### config.mk
export PLATFORM = sky130hd
export DESIGN_NAME = dual_dntimer
export DESIGN_NICKNAME = d
export VERILOG_FILES = /design/src/rtl/dtmr_pkg.sv /design/src/rtl/dtmr_chan.sv /design/src/rtl/dtmr_irq.sv /design/src/rtl/dual_dntimer.sv
export SDC_FILE = /design/constraint.sdc
export NUM_CORES = 1
export LEC_CHECK = 0
export BUFFER_PORTS_ARGS = -buffer_cell sky130_fd_sc_hd__buf_4
export CAP_MARGIN = 10
export CORE_MARGIN = 5
export CORE_UTILIZATION = 65
export DETAILED_ROUTE_END_ITERATION = 8
export GPL_TIMING_DRIVEN = 1
export PLACE_DENSITY_LB_ADDON = 0.3
export SKIP_LAST_GASP = 1
export SLEW_MARGIN = 15
export SYNTH_ARGS = -nofsm -noshare
export SYNTH_HDL_FRONTEND = slang
export SYNTH_SLANG_ARGS = --single-unit
### constraint.sdc
create_clock -name clk -period 5.2 [get_ports clk]
set_input_delay 1.04 -clock clk [delete_from_list [all_inputs] [get_ports clk]]
set_output_delay 1.04 -clock clk [all_outputs]
set_load 0.05 [all_outputs]
### src/rtl/dtmr_pkg.sv
package dtmr_pkg;
  localparam int NCH  = 2;
  localparam int CB_W = NCH + 1;

  localparam logic [8:0] A_CTRL  = 9'h000;
  localparam logic [8:0] A_RLD0  = 9'h010;
  localparam logic [8:0] A_VAL0  = 9'h014;
  localparam logic [8:0] A_CAUSE = 9'h110;
  localparam logic [8:0] A_MASK  = 9'h114;
  localparam logic [8:0] A_STEP  = 9'h008;

  function automatic logic [8:0] rld_addr(input int c);
    return A_RLD0 + A_STEP * 9'(c);
  endfunction

  function automatic logic [8:0] val_addr(input int c);
    return A_VAL0 + A_STEP * 9'(c);
  endfunction
endpackage

### src/rtl/dtmr_chan.sv
module dtmr_chan #(
  parameter int W = 32
) (
  input  logic         clk,
  input  logic         rst,
  input  logic         run_i,
  input  logic         repeat_i,
  input  logic         rld_we_i,
  input  logic         val_we_i,
  input  logic [W-1:0] wdata_i,
  output logic [W-1:0] rld_o,
  output logic [W-1:0] cnt_o,
  output logic         expire_o
);
  localparam logic [W-1:0] ONE = W'(1);

  logic [W-1:0] rld_q, cnt_q;
  logic         spent_q;

  assign expire_o = run_i && (cnt_q == '0) && (repeat_i || !spent_q) && !val_we_i;
  assign rld_o    = rld_q;
  assign cnt_o    = cnt_q;

  always_ff @(posedge clk) begin
    if (rst) begin
      rld_q   <= '0;
      cnt_q   <= '0;
      spent_q <= 1'b0;
    end else begin
      if (rld_we_i) rld_q <= wdata_i;
      if (val_we_i) begin
        cnt_q   <= wdata_i;
        spent_q <= 1'b0;
      end else if (expire_o) begin
        if (repeat_i) begin
          cnt_q   <= rld_q;
          spent_q <= 1'b0;
        end else begin
          spent_q <= 1'b1;
        end
      end else if (run_i && cnt_q != '0) begin
        cnt_q <= cnt_q - ONE;
      end
    end
  end
endmodule

### src/rtl/dtmr_irq.sv
module dtmr_irq #(
  parameter int          NB   = 3,
  parameter logic [NB-1:0] IMPL = '1
) (
  input  logic          clk,
  input  logic          rst,
  input  logic          cause_we_i,
  input  logic          mask_we_i,
  input  logic [NB-1:0] wdata_i,
  input  logic [NB-1:0] set_i,
  output logic [NB-1:0] cause_o,
  output logic [NB-1:0] mask_o,
  output logic          irq_o
);
  logic [NB-1:0] cause_q, mask_q, cause_kept;
  logic          irq_q;

  assign cause_kept = cause_we_i ? (cause_q & wdata_i) : cause_q;

  always_ff @(posedge clk) begin
    if (rst) begin
      cause_q <= '0;
      mask_q  <= '0;
      irq_q   <= 1'b0;
    end else begin
      cause_q <= (cause_kept | set_i) & IMPL;
      if (mask_we_i) mask_q <= wdata_i & IMPL;
      irq_q <= |(cause_q & mask_q);
    end
  end

  assign cause_o = cause_q;
  assign mask_o  = mask_q;
  assign irq_o   = irq_q;
endmodule

### src/rtl/dual_dntimer.sv
module dual_dntimer #(
  parameter int CNT_W  = 32,
  parameter int ADDR_W = 9
) (
  input  logic              clk,
  input  logic              rst,
  input  logic              bus_we,
  input  logic [ADDR_W-1:0] bus_addr,
  input  logic [CNT_W-1:0]  bus_wdata,
  output logic [CNT_W-1:0]  bus_rdata,
  output logic              irq_o
);
  import dtmr_pkg::*;

  localparam int CTRL_W = 2 * NCH;
  localparam logic [CB_W-1:0] IMPL_BITS = {{NCH{1'b1}}, 1'b0};

  logic [CTRL_W-1:0]           ctrl_q;
  logic [NCH-1:0]              run_w, rep_w, rld_we_w, val_we_w, exp_w;
  logic [NCH-1:0][CNT_W-1:0]   rld_w, cnt_w;
  logic [CB_W-1:0]             cause_w, mask_w;
  logic [CNT_W-1:0]            rd_mux, rdata_q;

  always_ff @(posedge clk) begin
    if (rst) ctrl_q <= '0;
    else if (bus_we && bus_addr == ADDR_W'(A_CTRL)) ctrl_q <= bus_wdata[CTRL_W-1:0];
  end

  for (genvar c = 0; c < NCH; c++) begin : g_ch
    assign run_w[c]    = ctrl_q[2*c];
    assign rep_w[c]    = ctrl_q[2*c+1];
    assign rld_we_w[c] = bus_we && (bus_addr == ADDR_W'(rld_addr(c)));
    assign val_we_w[c] = bus_we && (bus_addr == ADDR_W'(val_addr(c)));

    dtmr_chan #(.W(CNT_W)) chan_i (
      .clk      (clk),
      .rst      (rst),
      .run_i    (run_w[c]),
      .repeat_i (rep_w[c]),
      .rld_we_i (rld_we_w[c]),
      .val_we_i (val_we_w[c]),
      .wdata_i  (bus_wdata),
      .rld_o    (rld_w[c]),
      .cnt_o    (cnt_w[c]),
      .expire_o (exp_w[c])
    );
  end

  dtmr_irq #(.NB(CB_W), .IMPL(IMPL_BITS)) irq_i (
    .clk        (clk),
    .rst        (rst),
    .cause_we_i (bus_we && bus_addr == ADDR_W'(A_CAUSE)),
    .mask_we_i  (bus_we && bus_addr == ADDR_W'(A_MASK)),
    .wdata_i    (bus_wdata[CB_W-1:0]),
    .set_i      ({exp_w, 1'b0}),
    .cause_o    (cause_w),
    .mask_o     (mask_w),
    .irq_o      (irq_o)
  );

  always_comb begin
    rd_mux = '0;
    if (bus_addr == ADDR_W'(A_CTRL))  rd_mux = CNT_W'(ctrl_q);
    if (bus_addr == ADDR_W'(A_CAUSE)) rd_mux = CNT_W'(cause_w);
    if (bus_addr == ADDR_W'(A_MASK))  rd_mux = CNT_W'(mask_w);
    for (int c = 0; c < NCH; c++) begin
      if (bus_addr == ADDR_W'(rld_addr(c))) rd_mux = rld_w[c];
      if (bus_addr == ADDR_W'(val_addr(c))) rd_mux = cnt_w[c];
    end
  end

  always_ff @(posedge clk) begin
    if (rst) rdata_q <= '0;
    else     rdata_q <= rd_mux;
  end

  assign bus_rdata = rdata_q;
endmodule

==> results of run 1 <==
==> worst register-to-register path, stage by stage, from the launching register on <==
cell and delay [ns]:
dfxtp_1 0.38, inv_1 0.11, ha_1 0.20, nor3b_1 0.58, nand4_1 0.38, o31ai_2 0.49, buf_4 0.35, nand2_1 0.39
o21ai_0 0.31, a311oi_1 0.07
==> final cells by class <==
cell class	instances	area [sq um]
Clock inverter	15	116
Tap cell	176	220
Timing Repair Buffer	95	713
Clock buffer	17	425
Fill cell	1050	3380
Sequential cell	171	3420
Multi-Input combinational cell	844	4920
Inverter	12	45.0
==> cells by family after synthesis <==
kind of cell,after synthesis,share of synthesized area
flops,171,0.391
fa+ha+maj,2,0.00285
mux,7,0.00799
xor+xnor,39,0.0390
compound gates,378,0.290
simple gates,418,0.219
buf+inv,110,0.0508
==> worst paths after layout <==
path | startpoint | endpoint | slack, ns | depth (start not counted)
max reg2reg | g_ch[1].chan_i.cnt_o[0] | g_ch[1].chan_i.cnt_o[19] | 1.77 | 9
min reg2reg | g_ch[0].chan_i.rld_o[11] | g_ch[0].chan_i.rld_o[11] | 0.48 | 2
min | g_ch[0].chan_i.rld_o[11] | g_ch[0].chan_i.rld_o[11] | 0.48 | 2
max | bus_addr[3] | g_ch[0].chan_i.rld_o[28] | 1.54 | 7
==> flip-flops by register name (all words and copies together), names as in the netlist <==
signal	count
bus_rdata	32
ctrl_q	4
g_ch.chan_i.cnt_o	64
g_ch.chan_i.rld_o	64
g_ch.chan_i.spent_q	2
irq_i.cause_o	2
irq_i.irq_o	1
irq_i.mask_o	2
==> metal layers <==
metal,GRT usage,up-vias,share of wire
met5,0,-,0.00041
met4,0.148,2,0.036
met3,0.0906,96,0.13
met2,0.515,617,0.45
met1,0.432,4188,0.38
li1,-,4163,-
==> placed cells by master (no fill, tap or decap), types with 4 or more instances in the layout <==
cell and n:
clkinvlp_4 6, clkbuf_16 17, dfxtp_1 171, a22oi_1 61, and3_1 8, o22a_1 4
nor3_1 29, or4_1 11, nand2_1 189, nand2b_1 9, xor2_1 22, nor4_1 18
or2_2 4, a21oi_1 131, a311oi_1 21, inv_6 5, inv_1 12, o31a_1 6
o31ai_1 9, a221oi_1 4, or3_1 15, xnor2_1 17, nor2_1 86, mux2i_1 7
buf_4 95, a31oi_1 6, o21ai_0 29, a211oi_1 26, nand4_1 8, o211ai_1 40
nand3_1 17, or4_4 4
==> cells in the mapped netlist, drive strengths merged (17+ instances only) <==
library cell    n
dfxtp         171
a21oi         134
xnor2          17
nor3           31
nand3          17
nand2         190
a22oi          61
a211oi         27
nor2           88
o21ai          29
nor4           20
clkbuf         84
a311oi         21
o211ai         40
xor2           22
==> power by group <==
group	switching (mW)	internal [mW]
Sequential	0.00255	1.31
Combinational	0.0884	0.0520
Clock	0.565	0.616
Total	0.656	1.98
==> run_results.csv, run 1 <==
group,metric,value,unit
timing,holdWs,0.476,ns
setup_path,path_class,"input pin to flip-flop",
global_routing,grt_pass1_wl,43.3,mm
yosys,synth_area_leaders,"dfxtp_1 (39%), nand2_1 (8.1%), a21oi_1 (7.5%)",
clock_tree,cts_tree,"built",
global_routing,grt_pass1_vias,8437,
timing,final.setup.tns,0,ns
timing,finalSetupViolations,0,
worst_hold_path,hold_path_class,"flip-flop to flip-flop",
clock_tree,ctsHoldBuffers,0,
yosys,ys_ff_latch,171,
yosys,synth_edf_count,0,
pwr,ir_drop,0.242,mV
timing,finalClockSkew,0.00859,ns
floorplanning,fp.coreArea,13200,sq um
placement,preCtsSetupSlack,1.19,ns
setup_path,cp_common_cell,"buf_4",
placement,hpwl,17.7,mm
yosys,async_reset_ff_frac,0,
detailed_routing,firstDrtPassIters,6,
yosys,syn_area,8760,sq um
floorplanning,pin_count,77,
setup_path,worst-path-max-fanout,18,
timing,worst_slew_pin_slew,1.13,ns
clock_tree,htree_levels,4,
detailed_routing,vias,9066,
job,maxCapViolCount,0,
timing,finalCritPeriodShare,0.704,
timing,hold_viol_final,0,
clock_tree,clkSinkCount,171,
yosys,synthCells,1125,
setup_path,cpPeakStageDelay,0.78,ns
timing,min_period,3.66,ns
floorplanning,die_y,126,um
yosys,synth_area_leader_cell,"dfxtp_1",
clock_tree,clk_path_buf_depth,2,
yosys,synth_nets,1171,
pwr,p_leak,3.60,nW
setup_path,crit_required,5.56,ns
detailed_routing,via_per_inst,6.82,
yosys,synth_flop_cell,"dfxtp_1",
detailed_routing,drc,0,
floorplanning,start_util,0.662,
pwr,power_density,267,nW/um^2
pwr,finalPower,2.64,mW
setup_path,arrival,4.02,ns
setup_path,crit_slowest_cell,"and3_1",
timing,fmax,0.273,GHz
setup_path,critPathCaptureType,"flip-flop",
finish,drive_gt1_frac,0.133,
clock_tree,insertion_delay,0.44,ns
setup_path,cp_cell_sequence,"buf_4 > nor4b_1 > and3_1 > and2_1 > buf_4 > nand2_1 > a21oi_1",
setup_path,critPathBufInv,2,
timing,maxSlewHeadroom,0.245,
setup_path,start_kind,"input pin",
placement,dp.cells,1298,
placement,placed_area,9320,sq um
clock_tree,clkSlewWorstSetupHoldPaths,0.07,ns
yosys,seq_area_frac_synth,0.391,
clock_tree,numCtsBuffers,17,
global_routing,grt.overflow.total,0,
clock_tree,post_cts_buffers,0,
global_routing,grt_use_total,0.331,
detailed_routing,wl_per_cell,20.3,um
yosys,ys_warn_count,0,
finish,stdcell_area,9860,sq um
finish,finalNonFillerCells,1330,
clock_tree,cts-root-buf,"clkbuf_16",
finish,nNetsFinal,1187,
finish,diodes,0,
detailed_routing,wl,26.9,mm
detailed_routing,final_antenna_net_count,0,
timing,setup_ws,1.54,ns
detailed_routing,drt-initial-drc-count,1384,
outcome,status,"finished clean",
global_routing,antenna_found_initial,1,
placement,gp_congestion,0.914,
floorplanning,dieArea,15900,sq um
floorplanning,rows,42,
floorplanning,die-width,126,um
yosys,yosysTopAreaCellShare,0.391,
timing,rsz0062_at_grt,"no",
finish,syn_to_final_growth,12.5,%
global_routing,grt_max_degree,71,
timing,slew_violations,0,
finish,final_util,0.745,
yosys,ys_types,68,
placement,portBuffers,76,
clock_tree,ctsResizeCount,0,
yosys,avgSynthCellArea,7.79,sq um
setup_path,cpLargestDelayFamily,"simple AND/OR/NAND/NOR gates",
(Power assumes the default switching activity.)
==> inputs of run 2 (changes only) <==
--- a/config.mk
+++ b/config.mk
@@ -5,10 +5,11 @@
 export SDC_FILE = /design/constraint.sdc
 export NUM_CORES = 1
 export LEC_CHECK = 0
+export ABC_AREA = 1
 export BUFFER_PORTS_ARGS = -buffer_cell sky130_fd_sc_hd__buf_4
 export CAP_MARGIN = 10
 export CORE_MARGIN = 5
-export CORE_UTILIZATION = 65
+export CORE_UTILIZATION = 61
 export DETAILED_ROUTE_END_ITERATION = 8
 export GPL_TIMING_DRIVEN = 1
 export PLACE_DENSITY_LB_ADDON = 0.3
==> constraint.sdc (replaced) <==
create_clock -name clk -period 3.8 [get_ports clk]
set_input_delay 0.76 -clock clk [delete_from_list [all_inputs] [get_ports clk]]
set_output_delay 0.76 -clock clk [all_outputs]
set_load 0.05 [all_outputs]
==> run_results.csv, run 2 <==
group,metric,value,unit
finish,final_common_cell,"nand2_1",
setup_path,crit_slowest_cell,"inv_4",
yosys,synthCells,1525,
timing,finalClockSkew,0.00609,ns
finish,final_util,0.692,
global_routing,antenna_found_initial,0,
finish,drive_gt1_frac,0.106,
setup_path,critPathBufInv,2,
timing,final.setup.tns,0,ns
clock_tree,clkSlewWorstSetupHoldPaths,0.07,ns
timing,worst_slew_pin_slew,0.907,ns
timing,fmax,0.366,GHz
timing,finalCritPeriodShare,0.719,
timing,maxSlewHeadroom,0.394,
clock_tree,insertion_delay,0.44,ns
global_routing,grt_max_degree,60,
floorplanning,rows,46,
yosys,synth_area_leaders,"dfxtp_1 (35%), nand2_1 (13%), nor2_1 (11%)",
setup_path,cpLargestDelayFamily,"simple AND/OR/NAND/NOR gates",
finish,finalNonFillerCells,1786,
clock_tree,cts_tree,"built",
floorplanning,dieArea,18500,sq um
yosys,synth_edf_count,0,
yosys,synth.most_common_cell,"nand2_1",
finish,nNetsFinal,1604,
setup_path,cp-startpoint,"g_ch[1].chan_i.cnt_o[0]",
detailed_routing,via_per_inst,5.88,
pwr,p_leak,4.68,nW
clock_tree,post_cts_buffers,0,
finish,syn_to_final_growth,12.3,%
global_routing,grt.overflow.total,0,
timing,slew_violations,0,
detailed_routing,vias,10500,
yosys,ys_warn_count,0,
timing,rsz0062_at_grt,"no",
floorplanning,die_y,136,um
global_routing,grt_use_total,0.346,
yosys,avgSynthCellArea,6.35,sq um
timing,hold_viol_final,0,
finish,stdcell_area,10900,sq um
detailed_routing,drt-initial-drc-count,1204,
detailed_routing,wl_per_cell,17.9,um
pwr,finalPower,3.84,mW
placement,placed_area,10300,sq um
setup_path,cp_cell_sequence,"inv_1 > ha_1 > nand2_1 > nor2_4 > nand3_2 > nor2_4 > nand2_4 > nand3_2 > nand2_4 > inv_4 > nand2_1 > nor2_1 > nor2_1",
detailed_routing,final_antenna_net_count,0,
setup_path,crit_required,4.13,ns
clock_tree,htree_levels,4,
clock_tree,numCtsBuffers,17,
global_routing,grt_pass1_vias,9482,
clock_tree,clkSinkCount,171,
setup_path,rrSetupSlack,1.07,ns
setup_path,arrival,3.07,ns
yosys,synth_area_leader_cell,"dfxtp_1",
pwr,power_density,353,nW/um^2
placement,portBuffers,76,
yosys,ys_types,39,
timing,min_period,2.73,ns
setup_path,start_kind,"flip-flop",
floorplanning,die-width,136,um
finish,final_cell_mix,"nand2_1 (335), nor2_1 (283), dfxtp_1 (171)",
clock_tree,cts-root-buf,"clkbuf_16",
setup_path,worst-path-max-fanout,51,
clock_tree,ctsResizeCount,0,
placement,hpwl,22.0,mm
clock_tree,clk_path_buf_depth,2,
floorplanning,start_util,0.616,
placement,gp_congestion,0.996,
setup_path,cpPeakStageDelay,0.44,ns
yosys,yosys-top-cells-count,"nand2_1 (336), nor2_1 (283), dfxtp_1 (171)",
yosys,syn_area,9680,sq um
floorplanning,fp.coreArea,15700,sq um
worst_hold_path,hold_path_class,"flip-flop to flip-flop",
global_routing,grt_pass1_wl,49.8,mm
pwr,ir_drop,0.309,mV
clock_tree,ctsHoldBuffers,0,
setup_path,r2r_start,"g_ch[1].chan_i.cnt_o[0]",
yosys,synth_nets,1571,
timing,finalSetupViolations,0,
detailed_routing,wl,31.9,mm
detailed_routing,drc,0,
yosys,yosysTopAreaCellShare,0.354,
yosys,ys_ff_latch,171,
placement,dp.cells,1755,
detailed_routing,firstDrtPassIters,9,
floorplanning,pin_count,77,
setup_path,critPathCaptureType,"flip-flop",
yosys,seq_area_frac_synth,0.354,
finish,diodes,0,
yosys,synth_flop_cell,"dfxtp_1",
job,maxCapViolCount,0,
worst_hold_path,hold_path_startpoint,"g_ch[0].chan_i.rld_o[18]",
yosys,async_reset_ff_frac,0,
setup_path,path_class,"flip-flop to flip-flop",
outcome,status,"finished clean",
## run 2: changes by cell type after synthesis, sizes merged, moves of 61 or more
cell,change
nand2,+154
nand3,+80
inv,+104
o21ai,+150
nor2,+207
a22oi,-61
## run 2: cell families (layout without fill, tap and decap cells)
group	count (synthesis)	count (layout)	share of synthesized area
flops	171	171	0.354
xor+xnor	45	45	0.0407
buf+inv	196	241	0.0862
compound gates	348	348	0.184
fa+ha+maj	2	2	0.00258
simple gates	763	763	0.333
## run 2: layout make-up
| cell class | instances | area, sq um |
|---|---|---|
| Clock inverter | 9 | 113 |
| Fill cell | 1418 | 4840 |
| Sequential cell | 171 | 3420 |
| Clock buffer | 22 | 484 |
| Timing Repair Buffer | 93 | 711 |
| Multi-Input combinational cell | 1158 | 5430 |
| Inverter | 117 | 444 |
| Tap cell | 216 | 270 |
## run 2: metrics by stage
step	worst slack, ns	hold WS [ns]
2_1_floorplan	1.63	0.436
3_3_place_gp	0.862	0.449
3_5_place_dp	0.758	0.456
4_1_cts	1.11	0.467
5_1_grt	0.852	0.495
6_report	1.07	0.465
## run 2: path summary, 6_finish.rpt
| path | endpoint | cells after the start |
|---|---|---|
| worst max-delay path | g_ch[1].chan_i.cnt_o[3] | 13 |
| worst min-delay path | g_ch[0].chan_i.rld_o[18] | 2 |
| worst max register to register | g_ch[1].chan_i.cnt_o[3] | 13 |
| worst min register to register | g_ch[0].chan_i.rld_o[18] | 2 |
## run 2: worst register-to-register path: cells and delay by family (launching register included)
family	cells	cell delay (ns)
flops	1	0.33
buf+inv	2	0.55
simple gates	10	1.55
fa+ha+maj	1	0.20
## run 2: where the power goes
| group | internal, mW | switching [mW] |
|---|---|---|
| combinational | 0.0870 | 0.169 |
| clock | 1.04 | 0.751 |
| sequential | 1.79 | 0.00357 |
## run 2: routing by layer
layer | part of all wire | global-route usage
met1 | 0.40 | 0.449
met2 | 0.43 | 0.521
met3 | 0.099 | 0.0611
met4 | 0.072 | 0.245
met5 | 0 | 0
==> inputs of run 3 (changes only) <==
--- a/config.mk
+++ b/config.mk
@@ -9,7 +9,7 @@
 export BUFFER_PORTS_ARGS = -buffer_cell sky130_fd_sc_hd__buf_4
 export CAP_MARGIN = 10
 export CORE_MARGIN = 5
-export CORE_UTILIZATION = 61
+export CORE_UTILIZATION = 55
 export DETAILED_ROUTE_END_ITERATION = 8
 export GPL_TIMING_DRIVEN = 1
 export PLACE_DENSITY_LB_ADDON = 0.3
==> constraint.sdc (replaced) <==
create_clock -name clk -period 2.21 [get_ports clk]
set_input_delay 0.442 -clock clk [delete_from_list [all_inputs] [get_ports clk]]
set_output_delay 0.442 -clock clk [all_outputs]
set_load 0.05 [all_outputs]
==> run_results.csv, run 3 (synthesis results as in run 2) <==
group,metric,value,unit
finish,final_cell_mix,"nand2_1 (336), nor2_1 (279), dfxtp_1 (171)",
pwr,finalPower,6.74,mW
detailed_routing,vias,10900,
timing,finalSetupViolations,0,
setup_path,cpPeakStageDelay,0.33,ns
detailed_routing,wl_per_cell,18.5,um
floorplanning,pin_count,77,
placement,preCtsSetupSlack,0.0794,ns
detailed_routing,wl,34.5,mm
setup_path,crit_required,2.53,ns
placement,gp_congestion,1.08,
setup_path,cp_cell_sequence,"inv_1 > ha_2 > nand2_1 > nor2_4 > nand3_2 > nor2_4 > nand2_4 > buf_12 > o21ai_0 > nor2_1 > nor2_1 > nor2_1",
setup_path,arrival,2.43,ns
finish,nNetsFinal,1672,
outcome,status,"finished clean",
pwr,clockPowerShare,0.472,
detailed_routing,firstDrtPassIters,5,
global_routing,grt_max_degree,61,
global_routing,gr-usage-met3,0.0526,
floorplanning,dieArea,20400,sq um
clock_tree,clkSlewWorstSetupHoldPaths,0.07,ns
timing,maxSlewHeadroom,0.492,
global_routing,antenna_found_initial,0,
placement,dp.cells,1828,
global_routing,use_met1,0.433,
pwr,combinationalPowerShare,0.070,
setup_path,path_class,"flip-flop to flip-flop",
timing,hold_viol_final,0,
finish,drive_gt1_frac,0.148,
setup_path,cp_common_cell,"nor2_1",
finish,finalNonFillerCells,1864,
clock_tree,insertion_delay,0.44,ns
finish,stdcell_area,11600,sq um
clock_tree,numCtsBuffers,17,
floorplanning,die-width,143,um
setup_path,worst-path-max-fanout,33,
global_routing,grt.overflow.total,0,
global_routing,gr-usage-met2,0.524,
floorplanning,start_util,0.560,
timing,final.setup.tns,0,ns
finish,final_common_cell,"nand2_1",
finish,final_util,0.671,
pwr,p_sw,1.65,mW
timing,slew_violations,0,
timing,rsz0062_at_grt,"no",
clock_tree,clkSinkCount,171,
pwr,seqPwrFrac,0.458,
finish,diodes,0,
pwr,intPower,5.09,mW
pwr,p_sw_frac,0.244,
detailed_routing,via_per_inst,5.83,
pwr,power_density,581,nW/um^2
clock_tree,ctsHoldBuffers,0,
global_routing,grt_use_total,0.328,
worst_hold_path,hold_path_class,"input pin to flip-flop",
timing,min_period,2.11,ns
clock_tree,cts-root-buf,"clkbuf_16",
global_routing,top_usage_layer,"met2",
job,maxCapViolCount,0,
setup_path,start_kind,"flip-flop",
pwr,ir_drop,0.635,mV
placement,portBuffers,76,
timing,fmax,0.473,GHz
timing,setup_ws,0.0962,ns
timing,worst_slew_pin_slew,0.762,ns
floorplanning,rows,48,
setup_path,critPathCaptureType,"flip-flop",
placement,hpwl,24.2,mm
setup_path,crit_slowest_cell,"dfxtp_1",
timing,finalClockSkew,0.0142,ns
placement,placed_area,10900,sq um
detailed_routing,drc,0,
clock_tree,clk_path_buf_depth,2,
floorplanning,die_y,143,um
floorplanning,fp.coreArea,17300,sq um
pwr,p_leak,5.10,nW
timing,finalCritPeriodShare,0.956,
timing,holdWs,0.320,ns
clock_tree,cts_tree,"built",
clock_tree,htree_levels,4,
global_routing,grt_pass1_wl,52.4,mm
detailed_routing,final_antenna_net_count,0,
global_routing,grt_pass1_vias,10000,
detailed_routing,drt-initial-drc-count,1340,
finish,syn_to_final_growth,19.9,%
[run 3: cell types whose count changed in the layout (fill, tap and decap cells not counted), sizes merged]
cell / before / now
buf: 93 / 159
clkbuf: 22 / 21
clkinv: 3 / 6
bufinv: 2 / 3
[run 3: worst max-delay path: cells and delay by family, from the launching register on]
family                     cells  cell delay, ns
and+or+nand+nor                8            0.99
DFF                            1            0.33
buffers and inverters          2            0.28
adders and majority gates      1            0.20
AOI/OAI and AO/OA              1            0.18
[run 3: worst paths after layout]
path / to / slack [ns] / start / cells past startpoint
setup / recovery: g_ch[1].chan_i.cnt_o[31] / 0.1 / g_ch[1].chan_i.cnt_o[1] / 12
hold / removal: g_ch[0].chan_i.rld_o[7] / 0.32 / bus_wdata[7] / 3
setup reg to reg: g_ch[1].chan_i.cnt_o[31] / 0.1 / g_ch[1].chan_i.cnt_o[1] / 12
hold reg to reg: g_ch[1].chan_i.rld_o[20] / 0.47 / g_ch[1].chan_i.rld_o[20] / 2
[run 3: power groups by stage]
stage / Combinational, mW / Sequential [mW] / Clock (mW)
6_report: 0.470 / 3.09 / 3.18
5_1_grt: 0.503 / 3.09 / 3.32
4_1_cts: 0.451 / 3.09 / 3.18
3_5_place_dp: 0.448 / 3.16 / 0
3_3_place_gp: 0.442 / 3.16 / 0
2_1_floorplan: 0.250 / 3.16 / 0
[run 3: timing repair]
action	CTS	global route
setup endpoints to repair	0	40
buffers inserted	0	2
resized for setup	0	12
[run 3: final cells by class]
class                      instances  area [sq um]
fill                            1616          5690
sequential                       171          3420
timing repair buffer             161          1380
clock inverter                    13           165
tap                              225           282
multi-input combinational       1158          5460
inverter                         117           445
clock buffer                      19           453
[run 3: routing by layer]
| layer | routed length [um] | vias to the layer above |
|---|---|---|
| li1 | - | 5145 |
| met1 | 13700 | 4929 |
| met2 | 15500 | 666 |
| met3 | 3600 | 129 |
| met4 | 1770 | 0 |
| met5 | 0 | - |
